[src/rtl/via_irq_pkg.sv]
package via_irq_pkg;
   // flag bit positions (fixed; software decodes them)
   localparam int unsigned FB_A2    = 0;
   localparam int unsigned FB_A1    = 1;
   localparam int unsigned FB_SHIFT = 2;
   localparam int unsigned FB_B2    = 3;
   localparam int unsigned FB_B1    = 4;
   localparam int unsigned FB_T2    = 5;
   localparam int unsigned FB_T1    = 6;

   // control field layout, repeated per port with this stride
   localparam int unsigned CF_L1_POL = 0;
   localparam int unsigned CF_L2_IND = 1;
   localparam int unsigned CF_L2_POL = 2;
   localparam int unsigned CF_STRIDE = 4;

   localparam int unsigned N_PORTS = 2;

   function automatic int unsigned line1_flag(input int unsigned port);
      return (port == 0) ? FB_A1 : FB_B1;
   endfunction

   function automatic int unsigned line2_flag(input int unsigned port);
      return (port == 0) ? FB_A2 : FB_B2;
   endfunction
endpackage

[src/rtl/via_edge_det.sv]
module via_edge_det #(
   parameter int unsigned N_LINES = 2
) (
   input  logic               clk_i,
   input  logic               rst_ni,
   input  logic [N_LINES-1:0] line_i,
   input  logic [N_LINES-1:0] pol_i,
   output logic [N_LINES-1:0] hit_o
);
   logic [N_LINES-1:0] prev_q;

   always_ff @(posedge clk_i or negedge rst_ni) begin
      if (!rst_ni) prev_q <= '0;
      else         prev_q <= line_i;
   end

   // a change whose new level equals the selected polarity
   assign hit_o = (line_i ^ prev_q) & ~(line_i ^ pol_i);
endmodule

[src/rtl/via_flag_bank.sv]
module via_flag_bank #(
   parameter int unsigned N_FLAGS = 7
) (
   input  logic               clk_i,
   input  logic               rst_ni,
   input  logic [N_FLAGS-1:0] set_i,
   input  logic [N_FLAGS-1:0] clr_i,
   output logic [N_FLAGS-1:0] flags_o
);
   logic [N_FLAGS-1:0] flags_q;

   always_ff @(posedge clk_i or negedge rst_ni) begin
      if (!rst_ni) flags_q <= '0;
      else         flags_q <= (flags_q & ~clr_i) | set_i;
   end

   assign flags_o = flags_q;
endmodule

[src/rtl/via_enable_reg.sv]
module via_enable_reg #(
   parameter int unsigned DATA_W = 8
) (
   input  logic              clk_i,
   input  logic              rst_ni,
   input  logic              wr_i,
   input  logic [DATA_W-1:0] wdata_i,
   output logic [DATA_W-2:0] en_o
);
   localparam int unsigned N_EN = DATA_W - 1;

   logic [N_EN-1:0] en_q;

   always_ff @(posedge clk_i or negedge rst_ni) begin
      if (!rst_ni) begin
         en_q <= '0;
      end else if (wr_i) begin
         if (wdata_i[DATA_W-1]) en_q <= en_q | wdata_i[N_EN-1:0];
         else                   en_q <= en_q & ~wdata_i[N_EN-1:0];
      end
   end

   assign en_o = en_q;
endmodule

[src/rtl/via_irq_ctrl.sv]
module via_irq_ctrl #(
   parameter int unsigned DATA_W       = 8,
   parameter int unsigned ADDR_W       = 4,
   parameter int unsigned ADR_PORTB    = 0,
   parameter int unsigned ADR_PORTA    = 1,
   parameter int unsigned ADR_SHIFT    = 10,
   parameter int unsigned ADR_CTRL     = 12,
   parameter int unsigned ADR_FLAG     = 13,
   parameter int unsigned ADR_ENAB     = 14,
   parameter int unsigned ADR_PORTA_NH = 15
) (
   input  logic              clk_i,
   input  logic              rst_ni,
   input  logic [ADDR_W-1:0] bus_addr_i,
   input  logic              bus_rd_i,
   input  logic              bus_wr_i,
   input  logic [DATA_W-1:0] bus_wdata_i,
   output logic [DATA_W-1:0] bus_rdata_o,
   input  logic              porta_ctl1_i,
   input  logic              porta_ctl2_i,
   input  logic              portb_ctl1_i,
   input  logic              portb_ctl2_i,
   input  logic              shift_done_i,
   input  logic              tmr1_exp_i,
   input  logic              tmr2_exp_i,
   output logic              irq_o
);
   import via_irq_pkg::*;

   localparam int unsigned N_FLAGS = DATA_W - 1;
   localparam int unsigned SUM_BIT = DATA_W - 1;

   generate
      if (DATA_W != 8) begin : g_bad_width
         $error("via_irq_ctrl: flag layout needs DATA_W of 8");
      end
      if (ADDR_W < 4) begin : g_bad_addr
         $error("via_irq_ctrl: 16 register slots need ADDR_W >= 4");
      end
   endgenerate

   // ---------------- access decode ----------------
   logic access;
   logic wr_ctrl, wr_flag, wr_enab, rd_shift;
   logic [N_PORTS-1:0] port_hit;

   assign access   = bus_rd_i | bus_wr_i;
   assign wr_ctrl  = bus_wr_i && (bus_addr_i == ADDR_W'(ADR_CTRL));
   assign wr_flag  = bus_wr_i && (bus_addr_i == ADDR_W'(ADR_FLAG));
   assign wr_enab  = bus_wr_i && (bus_addr_i == ADDR_W'(ADR_ENAB));
   assign rd_shift = bus_rd_i && (bus_addr_i == ADDR_W'(ADR_SHIFT));
   assign port_hit[0] = access && ((bus_addr_i == ADDR_W'(ADR_PORTA)) ||
                                   (bus_addr_i == ADDR_W'(ADR_PORTA_NH)));
   assign port_hit[1] = access && (bus_addr_i == ADDR_W'(ADR_PORTB));

   // ---------------- control register ----------------
   logic [DATA_W-1:0] ctrl_q;

   always_ff @(posedge clk_i or negedge rst_ni) begin
      if (!rst_ni)      ctrl_q <= '0;
      else if (wr_ctrl) ctrl_q <= bus_wdata_i;
   end

   // ---------------- handshake edge sensing, one detector per port ----------------
   logic [N_PORTS-1:0] ctl1_vec, ctl2_vec;
   logic [1:0]         port_hits [N_PORTS];

   assign ctl1_vec = {portb_ctl1_i, porta_ctl1_i};
   assign ctl2_vec = {portb_ctl2_i, porta_ctl2_i};

   generate
      for (genvar p = 0; p < N_PORTS; p++) begin : g_port
         logic [1:0] pol;
         assign pol[0] = ctrl_q[p*CF_STRIDE + CF_L1_POL];
         assign pol[1] = ctrl_q[p*CF_STRIDE + CF_L2_POL];

         via_edge_det #(.N_LINES(2)) u_edge (
            .clk_i  (clk_i),
            .rst_ni (rst_ni),
            .line_i ({ctl2_vec[p], ctl1_vec[p]}),
            .pol_i  (pol),
            .hit_o  (port_hits[p])
         );
      end
   endgenerate

   // ---------------- set and clear vectors ----------------
   logic [N_FLAGS-1:0] set_vec, clr_vec;

   always_comb begin
      set_vec = '0;
      for (int unsigned p = 0; p < N_PORTS; p++) begin
         set_vec[line1_flag(p)] = port_hits[p][0];
         set_vec[line2_flag(p)] = port_hits[p][1];
      end
      set_vec[FB_SHIFT] = shift_done_i;
      set_vec[FB_T1]    = tmr1_exp_i;
      set_vec[FB_T2]    = tmr2_exp_i;
   end

   always_comb begin
      clr_vec = '0;
      if (wr_flag) clr_vec = bus_wdata_i[N_FLAGS-1:0];
      if (rd_shift) clr_vec[FB_SHIFT] = 1'b1;
      for (int unsigned p = 0; p < N_PORTS; p++) begin
         if (port_hit[p]) begin
            clr_vec[line1_flag(p)] = 1'b1;
            if (!ctrl_q[p*CF_STRIDE + CF_L2_IND]) clr_vec[line2_flag(p)] = 1'b1;
         end
      end
   end

   // ---------------- state ----------------
   logic [N_FLAGS-1:0] flags_q;
   logic [N_FLAGS-1:0] en_q;

   via_flag_bank #(.N_FLAGS(N_FLAGS)) u_flags (
      .clk_i   (clk_i),
      .rst_ni  (rst_ni),
      .set_i   (set_vec),
      .clr_i   (clr_vec),
      .flags_o (flags_q)
   );

   via_enable_reg #(.DATA_W(DATA_W)) u_enab (
      .clk_i   (clk_i),
      .rst_ni  (rst_ni),
      .wr_i    (wr_enab),
      .wdata_i (bus_wdata_i),
      .en_o    (en_q)
   );

   assign irq_o = |(flags_q & en_q);

   // ---------------- read path ----------------
   always_comb begin
      bus_rdata_o = '0;
      if (bus_addr_i == ADDR_W'(ADR_FLAG)) begin
         bus_rdata_o[N_FLAGS-1:0] = flags_q;
         bus_rdata_o[SUM_BIT]     = irq_o;
      end else if (bus_addr_i == ADDR_W'(ADR_ENAB)) begin
         bus_rdata_o[N_FLAGS-1:0] = en_q;
         bus_rdata_o[SUM_BIT]     = 1'b1;
      end else if (bus_addr_i == ADDR_W'(ADR_CTRL)) begin
         bus_rdata_o = ctrl_q;
      end
   end
endmodule

[config.mk]
export PLATFORM = sky130hd
export DESIGN_NAME = via_irq_ctrl
export DESIGN_NICKNAME = d
export VERILOG_FILES = /design/src/rtl/via_irq_pkg.sv /design/src/rtl/via_edge_det.sv /design/src/rtl/via_flag_bank.sv /design/src/rtl/via_enable_reg.sv /design/src/rtl/via_irq_ctrl.sv
export SDC_FILE = /design/constraint.sdc
export NUM_CORES = 1
export LEC_CHECK = 0
export BUFFER_PORTS_ARGS = -buffer_cell sky130_fd_sc_hd__buf_2
export CAP_MARGIN = 20
export CORE_MARGIN = 4
export CORE_UTILIZATION = 45
export DETAILED_ROUTE_END_ITERATION = 12
export GPL_TIMING_DRIVEN = 0
export PLACE_DENSITY = 0.69
export SLEW_MARGIN = 30
export SYNTH_ARGS = -nofsm -noshare
export SYNTH_HDL_FRONTEND = slang
export SYNTH_SLANG_ARGS = --single-unit
[constraint.sdc]
create_clock -name clk_i -period 3.5 [get_ports clk_i]
set_input_delay 1.05 -clock clk_i [delete_from_list [all_inputs] [get_ports clk_i]]
set_output_delay 1.05 -clock clk_i [all_outputs]
set_load 0.05 [all_outputs]
After elaboration in Yosys (flattened, before gate mapping)
Cells that the tools add are included.
Word-level totals
  flip-flop bits (word level): 26
  memories: 0
  memory bits (writable): 0
  latch bits: 0
  word-level logic and storage cells: 46
  memory bits (read-only): 0
Cells by class
  reductions and logical operators: 9
  $lt $le $gt $ge: 0
  bitwise gates (word level): 16
  multiply operators: 0
  eq/ne operators: 6
  add/subtract/negate cells: 0
  muxes and demuxes: 10
  shift operators: 0
  div/mod/pow operators: 0
Operator list (number)
  $mux 8: 3
  $and 7x7->7: 3
  $eq 4x4->1 const B: 5
  $mux 7: 2
  $not 7->7: 2
  $or 7x7->7: 2
  $xor 2x2->2: 4
  $reduce_or 7->1: 1
  $logic_and 1x1->1: 6
  $and 2x2->2: 2
  $eq 4x1->1 const B: 1
  $logic_not 4->1: 1
  $mux 2: 2
  $not 2->2: 2
  $mux 1: 3
  $logic_or 1x1->1: 1
  $or 1x1->1: 1

Depth between registers and ports, before layout
Gate-level depths: netlist of run 1.
  word-level depth: 8
  mapped depth: 6
  gate-level depth less buffers: 3

Modules after synthesis
From an unflattened synthesis of run 1, not the netlist that was laid out.
Second synthesis, totals
  cells, all modules: 126
  area, all modules: 1403.8 sq um
By module, submodules not included
  via_irq_ctrl: instances 1, area each 679.4 sq um, cells an instance 68
  via_enable_reg: instances 1, area each 280.3 sq um, cells an instance 21
  via_flag_bank: instances 1, area each 254.0 sq um, cells an instance 21
  via_edge_det: instances 2, area each 95.1 sq um, cells an instance 8

Worst setup path before layout of run 1
Ideal clock, no wire load.
  path kind: input to output
  start point: in bus_addr_i[1]
  end point: out bus_rdata_o[0]
  setup slack: 100 ps
  data arrival time: 2350 ps
  data required time: 2450 ps
  stages on the path: 4
  path through: clkbuf_1 > buf_2 > mux2i_1 > o2bb2ai_1
Between the ends
  cells in the longest elaborated chain, start to end: 4
Ends and longest elaborated chain
  from (decl): RTL line via_irq_ctrl.sv:14  | input logic [ADDR_W-1:0] bus_addr_i,
  $eq 4x4->1: RTL line via_irq_ctrl.sv:144  | end else if (bus_addr_i == ADDR_W'(ADR_CTRL)) begin
  $mux 8: RTL line via_irq_ctrl.sv:144
  $mux 8: RTL line via_irq_ctrl.sv:141  | end else if (bus_addr_i == ADDR_W'(ADR_ENAB)) begin
  $mux 8 *: RTL line via_irq_ctrl.sv:138  | if (bus_addr_i == ADDR_W'(ADR_FLAG)) begin
  to (decl): RTL line via_irq_ctrl.sv:18  | output logic [DATA_W-1:0] bus_rdata_o,
Every way passes the cells marked *; elsewhere a longest branch is shown, timed or not.

Final worst setup path of run 1
  start point: in bus_addr_i[1]
  end point: out bus_rdata_o[3]
The elaborated chain is that of the path after synthesis.

==> reports/qor.csv, run 1 <==
metric,value,unit
hold_viol_final,0,
synth_area_leaders,"dfrtp_1 48%, mux2_1 13%, nand3_1 5.6%",
detail-route-antenna-nets,0,
path_class,primary input to output port,
chipWidth,62.8,um
yosysWarnings,0,
worstPathArrival,2340,ps
gr-total-overflow,0,
synth_most_common_cell,dfrtp_1,
dr.pass1.iters,4,
numPortBuffers,28,
seq_area_frac_synth,48.1,%
antenna_found_initial,0,
wl_met3,173,um
rows,19,
drv_cap,0,
synth_top_area_cell,dfrtp_1,
min_period,3390,ps
nNetsFinal,179,
design_area,0.00157,sq mm
clk_latency,330,ps
track_usage,18.1,%
cp_max_fo,10,
period_share,96.8,%
grt_pass1_vias,1186,
clk_path_buf_depth,2,
antennaDiodeCount,0,
fill_cells,270,
syn_nets,146,
drive_above_1_share,25.2,%
synth_edf_count,0,
wl_met1,1500,um
hpwl,2390,um
power,716,uW
grt_first_pass_wirelength,5680,um
vias,1102,
place.gp.congestion,0.809,
p_per_area,457,mW/mm^2
syn_area,0.00135,sq mm
syn_area_per_cell,11.0,sq um
synth_seq_cells,26,
status,completed,
ir_drop,0.238,mV
dieHeight,62.8,um
clock_sinks,26,
synth_top_area_share,48.1,%
synth_common_cells,"26 x dfrtp_1, 15 x mux2_1, 15 x nand3_1",
htreeDepth,1,
detail_route.vias_per_cell,5.92,
synth_cell_types,32,
route.detailed.drc,0,
fin_skew,6.55,ps
drt-initial-drc-count,113,
synth_flop_cell,dfrtp_1,
startpoint_type,primary input,
required,2450,ps
initial_utilization,48.2,%
core_area,0.00281,sq mm
wl_met2,1570,um
maxSlewHeadroom,60.6,%
highest_layer,met4,
io_pins,32,
clk_pin_slew_worst_paths,140,ps
placed_cell_area,0.00153,sq mm
routed_wl,3290,um
synthToLayoutAreaGrowth,16.1,%
ctsResizeCount,1,
post_cts_buffers,0,
worst_slew_pin_slew,592,ps
min_path_type,register to register,
cts_tree,done,
cts_root_buf,clkbuf_4,
setup_viol,0,
numCtsBuffers,3,
grt_max_degree,27,
worstSetupEndpointType,output port,
p_leak,0.000697,uW
fmaxAchievable,295,MHz
die-area,0.00394,sq mm
cts_hold_repair.buffers,0,
rsz0062_at_grt,no,
synthCells,123,
drv_slew,0,
synthArstFlopShare,100,%
wl_per_cell,17.7,um
metal layers:
metal	vias to the layer above	global-route usage [%]
met2	28	30.0
met1	541	23.2
met4	0	7.44
met5	-	0
met3	4	3.06
li1	529	-
worst paths after layout:
kind | from | slack, ps | depth (start not counted) | endpoint
setup / recovery | bus_addr_i[1] | 110 | 5 | bus_rdata_o[3]
hold / removal | ctrl_q[3]$_DFFE_PN0P_ | 510 | 1 | ctrl_q[3]$_DFFE_PN0P_
setup reg to reg | ctrl_q[1]$_DFFE_PN0P_ | 2430 | 2 | u_flags.flags_o[0]$_DFF_PN0_
hold reg to reg | ctrl_q[3]$_DFFE_PN0P_ | 510 | 1 | ctrl_q[3]$_DFFE_PN0P_
max in group asynchronous | rst_ni | 2420 | 1 | g_port[1].u_edge.prev_q[0]$_DFF_PN0_
min in group asynchronous | rst_ni | 700 | 1 | u_flags.flags_o[6]$_DFF_PN0_
logic make-up (layout without fill, tap and decap cells):
group | count (synthesis) | after routing | share of synthesized area, %
flip-flops | 26 | 26 | 48.1
multiplexers | 22 | 22 | 17.7
AO/OA/AOI/OAI | 27 | 27 | 15.6
buffers and inverters | 10 | 42 | 3.70
AND/OR/NAND/NOR | 38 | 38 | 14.9
where the power goes:
group / internal [uW] / switching (uW) / total (uW) / leakage [uW]
Clock: 63.7 / 94.2 / 158 / 0.0000210
Combinational: 71.0 / 99.7 / 171 / 0.000375
Sequential: 348 / 39.4 / 388 / 0.000301
Total: 483 / 233 / 716 / 0.000697
cells in the final DEF (no fill, tap or decap), types with 3 or more instances in the layout:
cell type / instances
a31o_1: 3
buf_2: 32
clkbuf_1: 3
clkbuf_4: 3
dfrtp_1: 26
mux2_1: 15
mux2i_1: 7
nand2_1: 5
nand3_1: 15
nor2_1: 5
o21ai_0: 3
o2bb2ai_1: 8
worst max-delay path: stages:
cell and delay (ps):
clkbuf_1 140, buf_2 250, nor2_2 430, o2bb2ai_1 170, buf_2 290
stage by stage:
step           hold slack (ps)  TNS (ps)  setup slack [ps]  cells  utilization (%)
2_1_floorplan              456         0              99.7    123                -
3_3_place_gp               465     -15.3             -4.74    182             54.5
3_5_place_dp               481      -316             -52.5    182             54.5
4_1_cts                    514         0               143    186             55.9
5_1_grt                    534         0              45.8    186             55.9
6_report                   514         0               114    186             55.9
final cells by class:
class                      instances  area [sq um]  share of cell area (%)
timing repair buffer              28           140                    8.93
sequential                        26           651                    41.5
tap                               31          38.8                    2.47
inverter                           2          7.51                   0.478
buffer                             8          42.5                    2.71
clock buffer                       4          36.3                    2.31
multi-input combinational         87           653                    41.6
Note: power is estimated with default switching activity, not from simulation.
==> run 2: changes to the inputs <==
CORE_UTILIZATION = 56   (was 45)
PLACE_DENSITY = 0.83   (was 0.69)
==> run 2 against run 1 <==
Effect of this change:
- cell area shrank 0.24%
- sequential share of layout area increased by 0.099 points
- final cell count down 1.6%
- critical path type unchanged
- largest cell class unchanged
==> reports/qor.csv, run 2 (synthesis gave the netlist of run 1 again) <==
metric,value,unit,change
hpwl,2340,um,was 2390 um
initial_utilization,59.9,%,was 48.2%
crit_slowest_cell,nor2_2,,unchanged
hold_viol_final,0,,unchanged
ctsResizeCount,1,,unchanged
synthToLayoutAreaGrowth,15.8,%,was 16.1%
dieHeight,57.1,um,was 62.8 um
r2r_end,u_flags.flags_o[0]$_DFF_PN0_,,unchanged
grt_first_pass_wirelength,5350,um,was 5680 um
path_class,primary input to output port,,unchanged
chipWidth,57.1,um,was 62.8 um
vias,1126,,"was 1,102"
setup_viol,0,,unchanged
detail-route-antenna-nets,0,,unchanged
layout.core_utilization,69.4,%,was 55.9%
route.detailed.drc,0,,unchanged
crit_buf_inv,3,,unchanged
worst_r2r_path_depth,2,,unchanged
p_leak,0.000697,uW,unchanged
core_area,0.00225,sq mm,was 0.00281 sq mm
track_usage,20.6,%,was 18.1%
post_cts_buffers,0,,unchanged
antennaDiodeCount,0,,unchanged
drive_above_1_share,25.2,%,unchanged
setup.worst_path.start,bus_addr_i[1],,unchanged
cts_tree,done,,unchanged
power,711,uW,was 716 uW
cts_root_buf,clkbuf_4,,unchanged
clk_latency,320,ps,was 330 ps
hp-start,g_port[0].u_edge.prev_q[0]$_DFF_PN0_,,was ctrl_q[3]$_DFFE_PN0P_
place.gp.congestion,0.802,,was 0.809
maxSlewHeadroom,62.2,%,was 60.6%
detail_route.vias_per_cell,6.15,,was 5.92
regToRegStartpoint,ctrl_q[1]$_DFFE_PN0P_,,unchanged
cts_hold_repair.buffers,0,,unchanged
nNetsFinal,179,,unchanged
antenna_found_initial,0,,unchanged
design_area,0.00157,sq mm,about the same
hold_depth,1,,unchanged
clock_sinks,26,,unchanged
status,completed,,unchanged
rows,17,,was 19
clk_pin_slew_worst_paths,140,ps,about the same
fin_skew,2.02,ps,was 6.55 ps
drv_slew,0,,unchanged
clk_path_buf_depth,2,,unchanged
min_to,u_flags.flags_o[1]$_DFF_PN0_,,was ctrl_q[3]$_DFFE_PN0P_
period_share,96.3,%,was 96.8%
worst_slew_pin_slew,567,ps,was 592 ps
numCtsBuffers,3,,unchanged
grt_pass1_vias,1145,,"was 1,186"
reg2reg_slack,2400,ps,was 2430 ps
layout_commonest_cell,buf_2,,unchanged
rsz0062_at_grt,no,,unchanged
path_cells,clkbuf_1 -> buf_2 -> nor2_2 -> o2bb2ai_1 -> buf_2,,unchanged
worstPathArrival,2320,ps,was 2340 ps
crit_top_cell,buf_2,,unchanged
p_per_area,454,mW/mm^2,was 457 mW/mm^2
dr.pass1.iters,4,,unchanged
cp_top_family,buffers and inverters,,unchanged
grt_max_degree,27,,unchanged
wl_per_cell,17.2,um,was 17.7 um
fmaxAchievable,297,MHz,was 295 MHz
worstSetupEndpointType,output port,,unchanged
startpoint_type,primary input,,unchanged
gr-total-overflow,0,,unchanged
slowest_delay,390,ps,was 430 ps
cp_max_fo,10,,unchanged
placed_cell_area,0.00153,sq mm,about the same
min_period,3370,ps,was 3390 ps
drt-initial-drc-count,43,,was 113
routed_wl,3150,um,was 3290 um
layout_common_cells,"32 x buf_2, 26 x dfrtp_1, 15 x nand3_1, 15 x mux2_1, 8 x o2bb2ai_1",,unchanged
io_pins,32,,unchanged
ir_drop,0.316,mV,was 0.238 mV
required,2450,ps,about the same
drv_cap,0,,unchanged
min_path_type,register to register,,unchanged
die-area,0.00326,sq mm,was 0.00394 sq mm
numPortBuffers,28,,unchanged
htreeDepth,1,,unchanged
run 2: report_power, final:
group / internal, uW / leakage (uW) / switching [uW]
Sequential: 348 / 0.000301 / 40.3
Combinational: 71.1 / 0.000375 / 99.1
Clock: 63.6 / 0.0000210 / 88.7
run 2: stage by stage:
| step | setup TNS [ps] | hold slack (ps) | instances | worst slack [ps] |
|---|---|---|---|---|
| 2_1_floorplan | 0 | 456 | 123 | 99.7 |
| 3_3_place_gp | 0 | 466 | 179 | 7.06 |
| 3_5_place_dp | -35.3 | 491 | 179 | -17.2 |
| 4_1_cts | 0 | 524 | 183 | 148 |
| 5_1_grt | 0 | 536 | 183 | 37.4 |
| 6_report | 0 | 519 | 183 | 131 |
run 2: cell type report:
cell class                 count  area, sq um
buffer                         8         42.5
clock buffer                   4         36.3
fill                         197          689
inverter                       2         7.51
multi-input combinational     87          653
sequential                    26          651
tap                           28         35.0
timing repair buffer          28          140
run 2: metal layers:
metal  routed length (um)  vias up  GRT usage (%)
li1                     -      527              -
met1                 1390      559           28.8
met2                 1560       36           32.8
met3                  185        4           4.30
met4                   18        0           5.63
met5                    0        -              0
run 2: how the worst max path moves through the flow:
stage,endpoint,slack [ps],cells past startpoint
after global placement,bus_rdata_o[7],7,5
after floorplan,bus_rdata_o[0],100,4
after global routing,bus_rdata_o[6],40,5
final,bus_rdata_o[6],130,5
after detailed placement,bus_rdata_o[6],-20,5
after CTS,bus_rdata_o[6],150,5
==> run 3: changes to the inputs <==
CORE_MARGIN = 2   (was 4)
==> run 3 against run 2 <==
Effect of this change:
- clock-buffer cell count is the same
- global-route usage rose by 5.0 points
- utilization unchanged
- clock power about the same
- flip-flop and latch count unchanged
- fmax is 0.59% higher
- worst setup slack gained 20 ps
- wire length decreased by 2.2%
- non-clock buffer count unchanged
- worst hold slack got worse by 14 ps
- register-to-register slack gained 20 ps
- via count up 1.2%
==> reports/qor.csv, run 3 (synthesis gave the netlist of run 1 again) <==
metric,value,unit,change
numCtsBuffers,3,,unchanged
hold_viol_final,0,,unchanged
detail-route-antenna-nets,0,,unchanged
placed_cell_area,0.00153,sq mm,unchanged
rows,17,,unchanged
design_area,0.00157,sq mm,unchanged
power,711,uW,about the same
hpwl,2280,um,was 2340 um
chipWidth,53.1,um,was 57.1 um
regToRegStartpoint,ctrl_q[1]$_DFFE_PN0P_,,unchanged
cp_max_fo,10,,unchanged
min_period,3350,ps,was 3370 ps
ir_drop,0.276,mV,was 0.316 mV
clk_pin_slew_worst_paths,130,ps,was 140 ps
worstSetupEndpointType,output port,,unchanged
layout_common_cells,"32 x buf_2, 26 x dfrtp_1, 15 x nand3_1, 15 x mux2_1, 8 x o2bb2ai_1",,unchanged
antennaDiodeCount,0,,unchanged
p_leak,0.000697,uW,unchanged
status,completed,,unchanged
setup_ws,151,ps,was 131 ps
numPortBuffers,28,,unchanged
nNetsFinal,179,,unchanged
drv_cap,0,,unchanged
detail_route.vias_per_cell,6.22,,was 6.15
startpoint_type,primary input,,unchanged
hold-worst-slack,505,ps,was 519 ps
dieHeight,53.1,um,was 57.1 um
route.detailed.drc,0,,unchanged
dr.pass1.iters,5,,was 4
cts_root_buf,clkbuf_4,,unchanged
place_ws,-22.8,ps,was -17.2 ps
layout_commonest_cell,buf_2,,unchanged
antenna_found_initial,0,,unchanged
setup_viol,0,,unchanged
io_pins,32,,unchanged
post_cts_buffers,0,,unchanged
grt_pass1_vias,1138,,"was 1,145"
core_area,0.00225,sq mm,unchanged
htreeDepth,1,,unchanged
required,2450,ps,about the same
fmaxAchievable,299,MHz,was 297 MHz
period_share,95.7,%,was 96.3%
track_usage,25.7,%,was 20.6%
vias,1139,,"was 1,126"
drv_slew,0,,unchanged
place.gp.congestion,0.847,,was 0.802
worst_r2r_path_depth,2,,unchanged
grt_first_pass_wirelength,5140,um,was 5350 um
initial_utilization,59.9,%,unchanged
regArea,651,sq um,unchanged
path_class,primary input to output port,,unchanged
die-area,0.00282,sq mm,was 0.00326 sq mm
min_path_type,register to register,,unchanged
wl_per_cell,16.8,um,was 17.2 um
rsz0062_at_grt,no,,unchanged
worst_slew_pin_slew,563,ps,was 567 ps
drive_above_1_share,25.2,%,unchanged
synthToLayoutAreaGrowth,15.8,%,unchanged
drt-initial-drc-count,31,,was 43
layout.core_utilization,69.4,%,unchanged
clk_latency,330,ps,was 320 ps
maxSlewHeadroom,62.4,%,was 62.2%
hold_depth,1,,unchanged
fill_cells,199,,was 197
clk_path_buf_depth,2,,unchanged
cts_tree,done,,unchanged
hp-start,ctrl_q[3]$_DFFE_PN0P_,,was g_port[0].u_edge.prev_q[0]$_DFF_PN0_
gr-total-overflow,0,,unchanged
ctsResizeCount,1,,unchanged
multi_input_area,653,sq um,unchanged
routed_wl,3080,um,was 3150 um
cts_hold_repair.buffers,0,,unchanged
fin_skew,1.65,ps,was 2.02 ps
grt_max_degree,27,,unchanged
clock_sinks,26,,unchanged
p_per_area,454,mW/mm^2,about the same
setup.worst_path.start,bus_addr_i[1],,unchanged
worstPathArrival,2300,ps,was 2320 ps
## run 3: routing by layer
layer / wire length [um] / vias to the layer above / track usage, %
li1: - / 528 / -
met1: 1350 / 569 / 33.7
met2: 1550 / 40 / 42.3
met3: 159 / 2 / 3.11
met4: 16 / 0 / 11.5
met5: 0 / - / 0
## run 3: per-stage QoR
stage	setup TNS [ps]	instances
CTS	0	183
global placement	0	179
finish	0	183
floorplan	0	123
global route	0	183
detailed placement	-115	179
## run 3: layout make-up
type / instances / area share (%)
Inverter: 2 / 0.480
Tap cell: 28 / 2.24
Multi-Input combinational cell: 87 / 41.7
Timing Repair Buffer: 28 / 8.95
Sequential cell: 26 / 41.6
Buffer: 8 / 2.72
Clock buffer: 4 / 2.32
## run 3: path summary, 6_finish.rpt
| kind | to | slack, ps |
|---|---|---|
| max reg2reg | u_flags.flags_o[0]$_DFF_PN0_ | 2420 |
| min reg2reg | ctrl_q[3]$_DFFE_PN0P_ | 500 |
| min in group asynchronous | u_flags.flags_o[6]$_DFF_PN0_ | 690 |
| max | bus_rdata_o[6] | 150 |
| min | ctrl_q[3]$_DFFE_PN0P_ | 500 |
| max in group asynchronous | ctrl_q[7]$_DFFE_PN0P_ | 2440 |
## run 3: critical path, stage by stage
cell and delay [ps]:
clkbuf_1 140, buf_2 250, nor2_2 400, o2bb2ai_1 170, buf_2 290
## run 3: report_power, final
part	total, uW	switching (uW)	internal [uW]
registers	388	39.6	348
logic	170	99.0	71.0
clock network	153	89.6	63.8
total	711	228	483
